File: src/rtl/batt_gain_pkg.sv
package batt_gain_pkg;

  localparam int CODE_W   = 5;
  localparam int MAX_CODE = 20;
  localparam int GAIN_W   = 16;

  typedef struct packed {
    logic latchTrip;
    logic clearAll;
    logic stepAtten;
    logic stepRelease;
  } gainStrobe_t;

  // Linear gain of each attenuation step, V/V with 8 fractional bits:
  // round(256 * 10 ^ ((20 - 0.5*k) / 20)).
  function automatic logic [GAIN_W-1:0] stepThreshold(input int k);
    case (k)
      0:  return 16'd2560;
      1:  return 16'd2417;
      2:  return 16'd2282;
      3:  return 16'd2154;
      4:  return 16'd2033;
      5:  return 16'd1920;
      6:  return 16'd1812;
      7:  return 16'd1711;
      8:  return 16'd1615;
      9:  return 16'd1525;
      10: return 16'd1440;
      11: return 16'd1359;
      12: return 16'd1283;
      13: return 16'd1211;
      14: return 16'd1144;
      15: return 16'd1080;
      16: return 16'd1019;
      17: return 16'd962;
      18: return 16'd908;
      19: return 16'd858;
      default: return 16'd810;
    endcase
  endfunction

endpackage

File: src/rtl/batt_gain_dp.sv
module batt_gain_dp
  import batt_gain_pkg::*;
#(
  parameter int VBATT_W       = 13,
  parameter int TRIP_GND_MV   = 3550,
  parameter int TRIP_VBAT_MV  = 3750,
  parameter int TRIP_FLOAT_MV = 3250,
  parameter int NOM_GAIN_Q    = 2560,
  parameter int SLOPE_NUM     = 7680,
  parameter int SLOPE_DEN     = 5200
) (
  input  logic               clk,
  input  logic               rstN,
  input  logic [1:0]         tripSel,
  input  logic [VBATT_W-1:0] vbattMv,
  input  gainStrobe_t        strobe,
  output logic               belowTrip,
  output logic               attackOk,
  output logic               releaseOk,
  output logic [CODE_W-1:0]  attenCode
);

  localparam int PROD_W = VBATT_W + GAIN_W;

  logic [VBATT_W-1:0] tripMv;
  logic [VBATT_W-1:0] tripDecoded;
  logic [VBATT_W-1:0] deficitMv;
  logic [PROD_W-1:0]  dropQ;
  logic [GAIN_W-1:0]  targetQ;
  logic [CODE_W-1:0]  attenQ;
  logic [GAIN_W-1:0]  thrTab [0:MAX_CODE];

  always_comb begin
    case (tripSel)
      2'b00:   tripDecoded = VBATT_W'(TRIP_GND_MV);
      2'b01:   tripDecoded = VBATT_W'(TRIP_VBAT_MV);
      default: tripDecoded = VBATT_W'(TRIP_FLOAT_MV);
    endcase
  end

  always_ff @(posedge clk or negedge rstN) begin
    if (!rstN)                 tripMv <= VBATT_W'(TRIP_FLOAT_MV);
    else if (strobe.latchTrip) tripMv <= tripDecoded;
  end

  assign belowTrip = (vbattMv <= tripMv);
  assign deficitMv = belowTrip ? (tripMv - vbattMv) : '0;

  always_comb begin
    dropQ = (PROD_W'(deficitMv) * PROD_W'(SLOPE_NUM)) / PROD_W'(SLOPE_DEN);
    if (dropQ >= PROD_W'(NOM_GAIN_Q)) targetQ = '0;
    else                              targetQ = GAIN_W'(PROD_W'(NOM_GAIN_Q) - dropQ);
  end

  for (genvar k = 0; k <= MAX_CODE; k++) begin : g_thr
    assign thrTab[k] = stepThreshold(k);
  end

  assign attackOk  = belowTrip && (attenQ < CODE_W'(MAX_CODE)) && (thrTab[attenQ] > targetQ);
  assign releaseOk = !belowTrip && (attenQ != '0);

  always_ff @(posedge clk or negedge rstN) begin
    if (!rstN)                    attenQ <= '0;
    else if (strobe.clearAll)     attenQ <= '0;
    else if (strobe.stepAtten)    attenQ <= attenQ + 1'b1;
    else if (strobe.stepRelease)  attenQ <= attenQ - 1'b1;
  end

  assign attenCode = attenQ;

  assert_code_cap_R5: assert property (@(posedge clk) disable iff (!rstN)
    attenQ <= CODE_W'(MAX_CODE));

  assert_single_step_R11: assert property (@(posedge clk) disable iff (!rstN)
    (attenQ != $past(attenQ) && !$past(strobe.clearAll)) |->
      (attenQ == $past(attenQ) + 1'b1 || attenQ == $past(attenQ) - 1'b1));

  assert_rise_needs_sag_R3: assert property (@(posedge clk) disable iff (!rstN)
    (attenQ > $past(attenQ)) |-> $past(belowTrip));

  assert_fall_needs_recovery_R8: assert property (@(posedge clk) disable iff (!rstN)
    (attenQ < $past(attenQ) && !$past(strobe.clearAll)) |-> !$past(belowTrip));

  assert_trip_held_R2: assert property (@(posedge clk) disable iff (!rstN)
    !$past(strobe.latchTrip) |-> $stable(tripMv));

endmodule

File: src/rtl/batt_gain_ctl.sv
module batt_gain_ctl
  import batt_gain_pkg::*;
#(
  parameter int QUAL_CYC    = 4,
  parameter int ATTACK_CYC  = 10,
  parameter int RELEASE_CYC = 800000
) (
  input  logic        clk,
  input  logic        rstN,
  input  logic        enable,
  input  logic        belowTrip,
  input  logic        attackOk,
  input  logic        releaseOk,
  output gainStrobe_t strobe
);

  localparam int LW = $clog2(QUAL_CYC + 1);
  localparam int AW = (ATTACK_CYC  > 1) ? $clog2(ATTACK_CYC)  : 1;
  localparam int RW = (RELEASE_CYC > 1) ? $clog2(RELEASE_CYC) : 1;

  logic          enableQ;
  logic          loadedQ;
  logic          active;
  logic [LW-1:0] lowRun;
  logic [AW-1:0] attackCnt;
  logic [RW-1:0] sinceChange;
  logic          attackTick;
  logic          releaseDue;

  assign active = enable && enableQ && loadedQ;

  always_ff @(posedge clk or negedge rstN) begin
    if (!rstN) begin
      enableQ <= 1'b0;
      loadedQ <= 1'b0;
    end else begin
      enableQ <= enable;
      loadedQ <= 1'b1;
    end
  end

  always_ff @(posedge clk or negedge rstN) begin
    if (!rstN)                          lowRun <= '0;
    else if (!active || !belowTrip)     lowRun <= '0;
    else if (lowRun != LW'(QUAL_CYC))   lowRun <= lowRun + 1'b1;
  end

  always_ff @(posedge clk or negedge rstN) begin
    if (!rstN)                                                  attackCnt <= '0;
    else if (!active || !belowTrip || lowRun != LW'(QUAL_CYC))  attackCnt <= '0;
    else if (attackCnt == AW'(ATTACK_CYC - 1))                  attackCnt <= '0;
    else                                                        attackCnt <= attackCnt + 1'b1;
  end

  assign attackTick = active && belowTrip &&
                      ((lowRun == LW'(QUAL_CYC - 1)) ||
                       (lowRun == LW'(QUAL_CYC) && attackCnt == AW'(ATTACK_CYC - 1)));

  assign releaseDue = (sinceChange == RW'(RELEASE_CYC - 1));

  always_comb begin
    strobe.latchTrip   = !loadedQ || (enable && !enableQ);
    strobe.clearAll    = !active;
    strobe.stepAtten   = attackTick && attackOk;
    strobe.stepRelease = active && releaseOk && releaseDue;
  end

  always_ff @(posedge clk or negedge rstN) begin
    if (!rstN)                                       sinceChange <= '0;
    else if (!active)                                sinceChange <= '0;
    else if (strobe.stepAtten || strobe.stepRelease) sinceChange <= '0;
    else if (!releaseDue)                            sinceChange <= sinceChange + 1'b1;
  end

  assert_steps_exclusive_R11: assert property (@(posedge clk) disable iff (!rstN)
    !(strobe.stepAtten && strobe.stepRelease));

  assert_no_step_when_idle_R10: assert property (@(posedge clk) disable iff (!rstN)
    !enable |-> !(strobe.stepAtten || strobe.stepRelease));

endmodule

File: src/rtl/batt_gain_stepper.sv
module batt_gain_stepper
  import batt_gain_pkg::*;
#(
  parameter int VBATT_W       = 13,
  parameter int QUAL_CYC      = 4,
  parameter int ATTACK_CYC    = 10,
  parameter int RELEASE_CYC   = 800000,
  parameter int TRIP_GND_MV   = 3550,
  parameter int TRIP_VBAT_MV  = 3750,
  parameter int TRIP_FLOAT_MV = 3250
) (
  input  logic               clk,
  input  logic               rstN,
  input  logic               enable,
  input  logic [1:0]         tripSel,
  input  logic [VBATT_W-1:0] vbattMv,
  output logic [4:0]         attenCode
);

  gainStrobe_t strobe;
  logic        belowTrip;
  logic        attackOk;
  logic        releaseOk;

  batt_gain_ctl #(
    .QUAL_CYC    (QUAL_CYC),
    .ATTACK_CYC  (ATTACK_CYC),
    .RELEASE_CYC (RELEASE_CYC)
  ) u_ctl (
    .clk       (clk),
    .rstN      (rstN),
    .enable    (enable),
    .belowTrip (belowTrip),
    .attackOk  (attackOk),
    .releaseOk (releaseOk),
    .strobe    (strobe)
  );

  batt_gain_dp #(
    .VBATT_W       (VBATT_W),
    .TRIP_GND_MV   (TRIP_GND_MV),
    .TRIP_VBAT_MV  (TRIP_VBAT_MV),
    .TRIP_FLOAT_MV (TRIP_FLOAT_MV)
  ) u_dp (
    .clk       (clk),
    .rstN      (rstN),
    .tripSel   (tripSel),
    .vbattMv   (vbattMv),
    .strobe    (strobe),
    .belowTrip (belowTrip),
    .attackOk  (attackOk),
    .releaseOk (releaseOk),
    .attenCode (attenCode)
  );

  assert_disable_clears_R10: assert property (@(posedge clk) disable iff (!rstN)
    !enable |=> (attenCode == 5'd0));

endmodule

File: config.mk
export PLATFORM = sky130hd
export DESIGN_NAME = batt_gain_stepper
export DESIGN_NICKNAME = d
export VERILOG_FILES = /design/src/rtl/batt_gain_pkg.sv /design/src/rtl/batt_gain_dp.sv /design/src/rtl/batt_gain_ctl.sv /design/src/rtl/batt_gain_stepper.sv
export SDC_FILE = /design/constraint.sdc
export NUM_CORES = 1
export LEC_CHECK = 0
export CAP_MARGIN = 20
export CORE_MARGIN = 3
export CORE_UTILIZATION = 55
export CTS_BUF_LIST = sky130_fd_sc_hd__clkbuf_2 sky130_fd_sc_hd__clkbuf_4 sky130_fd_sc_hd__clkbuf_8
export CTS_CLUSTER_DIAMETER = 30
export DETAILED_ROUTE_END_ITERATION = 10
export PLACE_DENSITY = 0.75
export RECOVER_POWER = 25
export SYNTH_ARGS = -nofsm -noshare
export SYNTH_HDL_FRONTEND = slang
export SYNTH_HIERARCHICAL = 1
export SYNTH_SLANG_ARGS = --single-unit
export TNS_END_PERCENT = 50
File: constraint.sdc
create_clock -name clk -period 19.6 [get_ports clk]
set_input_delay 3.92 -clock clk [delete_from_list [all_inputs] [get_ports clk]]
set_output_delay 3.92 -clock clk [all_outputs]
set_load 0.01 [all_outputs]
==> results of run 1 <==
[kinds of logic after synthesis]
group | Yosys count | synth area share [%]
mux | 16 | 1.576
buf+inv | 146 | 5.847
fa+ha+maj | 92 | 11.73
other cells | 1 | 0.03423
xor+xnor | 110 | 9.101
simple gates | 559 | 25.81
compound gates | 557 | 36.98
flops | 39 | 8.930
[stage by stage]
step	std cells	area, um2	util, %
floorplan	1520	11680	-
global placement	2269	15770	82.38
detailed placement	2269	15770	82.38
CTS	2350	17440	91.12
[routing by layer]
layer	track usage, %	overflow
met5	40.68	7
met1	91.87	36
met3	77.95	14
met2	157.0	2619
met4	125.9	693
[cell usage after synthesis (9+ instances only)]
cell type	instances	area share [%]
xnor2_1	85	6.8
dfrtp_1	37	8.5
a211oi_1	41	2.8
a31oi_1	20	1.1
nor2_1	123	4.2
nand4_1	17	0.97
nor2b_1	10	0.57
xor2_1	22	1.8
a21oi_1	127	5.8
a21o_1	23	1.6
o31ai_1	10	0.69
o211ai_1	22	1.5
and2_1	24	1.4
or4_1	9	0.62
or3_1	22	1.3
o21a_1	15	1.0
or2_2	14	0.80
nand2_1	150	5.1
nand3_1	50	2.3
o22ai_1	13	0.74
nand2b_1	11	0.63
ha_1	69	7.9
buf_2	11	0.50
nor4_1	9	0.51
a21oi_2	10	0.80
o21ai_0	77	3.5
nor3_1	46	2.1
inv_1	89	3.0
clkbuf_1	23	0.79
o21ai_1	25	1.1
and3_1	20	1.1
fa_1	19	3.5
[what timing repair did]
action                     in CTS
gates resized for setup       242
setup buffers                  75
setup endpoints to repair      25
pin swaps                     159
cloned                          1
==> impl_metrics.tcl, run 1 <==
set metrics [dict create \
    outcome "did not finish" \
    stop_stage "global routing" \
    first-error "[ERROR GRT-0232] Routing congestion too high. Check the congestion heatmap in the GUI." \
    rows 50 \
    netlist_area_um2 10960 \
    root_buffer "clkbuf_8" \
    yosysUniqueCellTypes 128 \
    cts_buffer_depth 2 \
    synthFlopType "dfrtp_1" \
    avgSynthCellArea_um2 7.208 \
    yosys_register_bits 39 \
    overflow 3369 \
    place_ws_ns -3.865 \
    grt.total_usage_pct 110.5 \
    syn_inst 1520 \
    cts_made_buffers 5 \
    synth-warning-count 6 \
    synth_edf_count 0 \
    dp_hpwl_mm 29.86 \
    initial_core_util_pct 57.24 \
    gp_congestion 0.9267 \
    htreeDepth 2 \
    io-pin-count 23 \
    grt_max_degree 40 \
    io_buffers 22 \
    syn_nets 1626 \
    ys_seq_area_share_pct 8.930 \
    cts.sinks 39 \
    die_w_um 147.1 \
    dieHeight_um 147.1 \
    hold_buffers 0 \
    synth-async-reset-ratio_pct 100.0 \
]
==> run 2: changes to the inputs <==
--- a/config.mk
+++ b/config.mk
@@ -7,11 +7,9 @@
 export LEC_CHECK = 0
 export CAP_MARGIN = 20
 export CORE_MARGIN = 3
-export CORE_UTILIZATION = 55
-export CTS_BUF_LIST = sky130_fd_sc_hd__clkbuf_2 sky130_fd_sc_hd__clkbuf_4 sky130_fd_sc_hd__clkbuf_8
-export CTS_CLUSTER_DIAMETER = 30
+export CORE_UTILIZATION = 40
 export DETAILED_ROUTE_END_ITERATION = 10
-export PLACE_DENSITY = 0.75
+export PLACE_DENSITY_LB_ADDON = 0.15
 export RECOVER_POWER = 25
 export SYNTH_ARGS = -nofsm -noshare
 export SYNTH_HDL_FRONTEND = slang
==> constraint.sdc (replaced) <==
create_clock -name clk -period 25.5 [get_ports clk]
set_input_delay 5.1 -clock clk [delete_from_list [all_inputs] [get_ports clk]]
set_output_delay 5.1 -clock clk [all_outputs]
set_load 0.01 [all_outputs]
==> run 2 against run 1 <==
The flow now finishes, with violations (capacitance limit, slew limit). Synthesized area did not move. Synthesized cell count unchanged.
==> impl_metrics.tcl, run 2 <==
set metrics [dict create \
    yosysTopAreaCell "dfrtp_1" \
    io_buffers 22 \
    grt_pass1_vias 10600 \
    synthFlopType "dfrtp_1" \
    slowest_stage "a2111o_2" \
    tns_ns 0 \
    fin_crit_ns 24.60 \
    yosys_register_bits 39 \
    yosysTopAreaCellShare_pct 8.450 \
    ys_top_cells_by_area "dfrtp_1 8.5%, ha_1 7.9%, xnor2_1 6.8%" \
    synth_edf_count 0 \
    hp-class "reg2reg" \
    period_share_pct 96.48 \
    htreeDepth 2 \
    outcome "finished, violations left" \
    cts.sinks 39 \
    clk_pin_slew_ns 0.05 \
    final_nets 1745 \
    final.setup_skew_ns 0.004835 \
    grt_max_degree 40 \
    grt.total_usage_pct 20.12 \
    syn_nets 1626 \
    setup_viol 0 \
    final_cell_mix "145 x nand2_1, 141 x buf_4, 115 x nor2_1, 105 x a21oi_1, 85 x inv_1" \
    yosysUniqueCellTypes 128 \
    cts_buffer_depth 2 \
    antenna_cells 0 \
    grt_pass1_wl_mm 51.62 \
    root_buffer "clkbuf_16" \
    initial_core_util_pct 41.34 \
    final_common_cell "nand2_1" \
    tritoncts "done" \
    violations "capacitance limit, slew limit" \
    vias_per_cell 6.041 \
    final_layout_size_suffix_gt1_share_pct 23.23 \
    max_stage_delay_ns 0.58 \
    crit_arrival_ns 24.75 \
    r2r_slack_ns 5.79 \
    clk_latency_ns 0.28 \
    syn_inst 1520 \
    rows 59 \
    post-route-drc-count 0 \
    io-pin-count 23 \
    avgSynthCellArea_um2 7.208 \
    largest_reg_flops 20 \
    cts_made_buffers 5 \
    critPathKind "in2reg" \
    ys_seq_area_share_pct 8.930 \
    hold_viol_final 0 \
    crit_fanout 8 \
    antenna_found_initial 0 \
    syn_to_final_growth_pct 21.53 \
    placed_area_um2 12020 \
    netlist_area_um2 10960 \
    fp.coreArea_um2 26500 \
    final_antenna_net_count 0 \
    drtPass1Iterations 5 \
    final_design_area_no_fill_um2 13320 \
    gp_congestion 0.9028 \
    dr_total_vias 11930 \
    overflow 0 \
    cap_violations 1 \
    max_freq_mhz 40.65 \
    tightest_slew_ns 2.095 \
    hold_buffers 0 \
    drtIter0Drc 839 \
    avgRoutedWirePerCell_um 16.22 \
    regMostFlops "u_ctl/sinceChange" \
    finalWirelength_mm 32.03 \
    worstSetupEndpointType "register" \
    critical_path.startpoint_type "primary input" \
    required_ns 25.65 \
    fp.dieArea_um2 29410 \
    yosysMostFrequentCell "nand2_1" \
    synth-warning-count 6 \
    slew_viol_final 40 \
    die_w_um 171.5 \
    slew_headroom_pct -39.64 \
    synth_common_cells "150 x nand2_1, 127 x a21oi_1, 123 x nor2_1" \
    synth-async-reset-ratio_pct 100.0 \
    dieHeight_um 171.5 \
    dp_hpwl_mm 24.40 \
]
## run 2: cell counts after synthesis
No cell type changed its count.
## run 2: final cells by class
cell class              instances  area [um2]
clock buffers                   8       156.4
fillers                      2619       13190
inverters                      92       347.8
multi-input cells            1336       10120
flip-flops and latches         39       978.4
well taps                     335       419.2
repair buffers                165        1297
## run 2: worst paths after layout
kind | endpoint | from | depth (start not counted)
setup / recovery | u_dp/attenCode[4]$_DFFE_PN0P_ | vbattMv[6] | 90
max in group asynchronous | u_ctl/sinceChange[2]$_DFFE_PN0P_ | rstN | 1
min in group asynchronous | u_ctl/sinceChange[14]$_DFFE_PN0P_ | rstN | 1
hold / removal | u_ctl/attackCnt[0]$_DFF_PN0_ | u_ctl/attackCnt[0]$_DFF_PN0_ | 1
setup reg to reg | u_dp/attenCode[4]$_DFFE_PN0P_ | u_dp/tripMv[8]$_DFFE_PN0P_ | 88
hold reg to reg | u_ctl/attackCnt[0]$_DFF_PN0_ | u_ctl/attackCnt[0]$_DFF_PN0_ | 1
## run 2: timing repair
action	4_1_cts	5_1_grt
gates resized for setup	14	153
setup buffers	3	44
hold endpoints to repair	0	0
pin swaps	4	54
setup endpoints to repair	4	25
cloned	0	1
## run 2: critical path: cells and delay by family
kind	cells	cell delay (ns)
and+or+nand+nor	21	4.37
xor gates and xnor gates	2	0.27
muxes	2	0.47
adders and majority gates	9	3.01
AOI/OAI and AO/OA	41	9.30
buffers and inverters	15	2.20
## run 2: through the flow
stage / cells / worst slack (ns) / hold WS (ns) / util, %
after detailed placement: 1919 / -0.4655 / 0.4821 / 45.37
after CTS: 1930 / 0.006439 / 0.5086 / 46.28
after global placement: 1919 / -0.3844 / 0.4811 / 45.37
after floorplan: 1520 / 0.09807 / 0.4568 / -
after global routing: 1975 / -0.1496 / 0.5333 / 50.24
final: 1975 / 0.8974 / 0.5018 / 50.24
## run 2: logic make-up (layout without fill, tap and decap cells)
kind of cell / Yosys count / in the layout / synth area share (%)
AOI/OAI and AO/OA: 557 / 558 / 36.98
xor gates and xnor gates: 110 / 110 / 9.101
adders and majority gates: 92 / 92 / 11.73
buffers and inverters: 146 / 265 / 5.847
DFF: 39 / 39 / 8.930
muxes: 16 / 16 / 1.576
other: 1 / 1 / 0.03423
and+or+nand+nor: 559 / 559 / 25.81
## run 2: per-layer routing
metal	part of all wire, %	track usage, %	up-vias
met1	49	30.47	5672
met3	3.1	0.9653	27
li1	-	-	5958
met5	0	0	-
met4	0.65	2.134	0
met2	47	32.66	274
Power of run 2 is not shown: default switching activity piles up to over one toggle a cycle in this logic, so the estimate is an artifact.
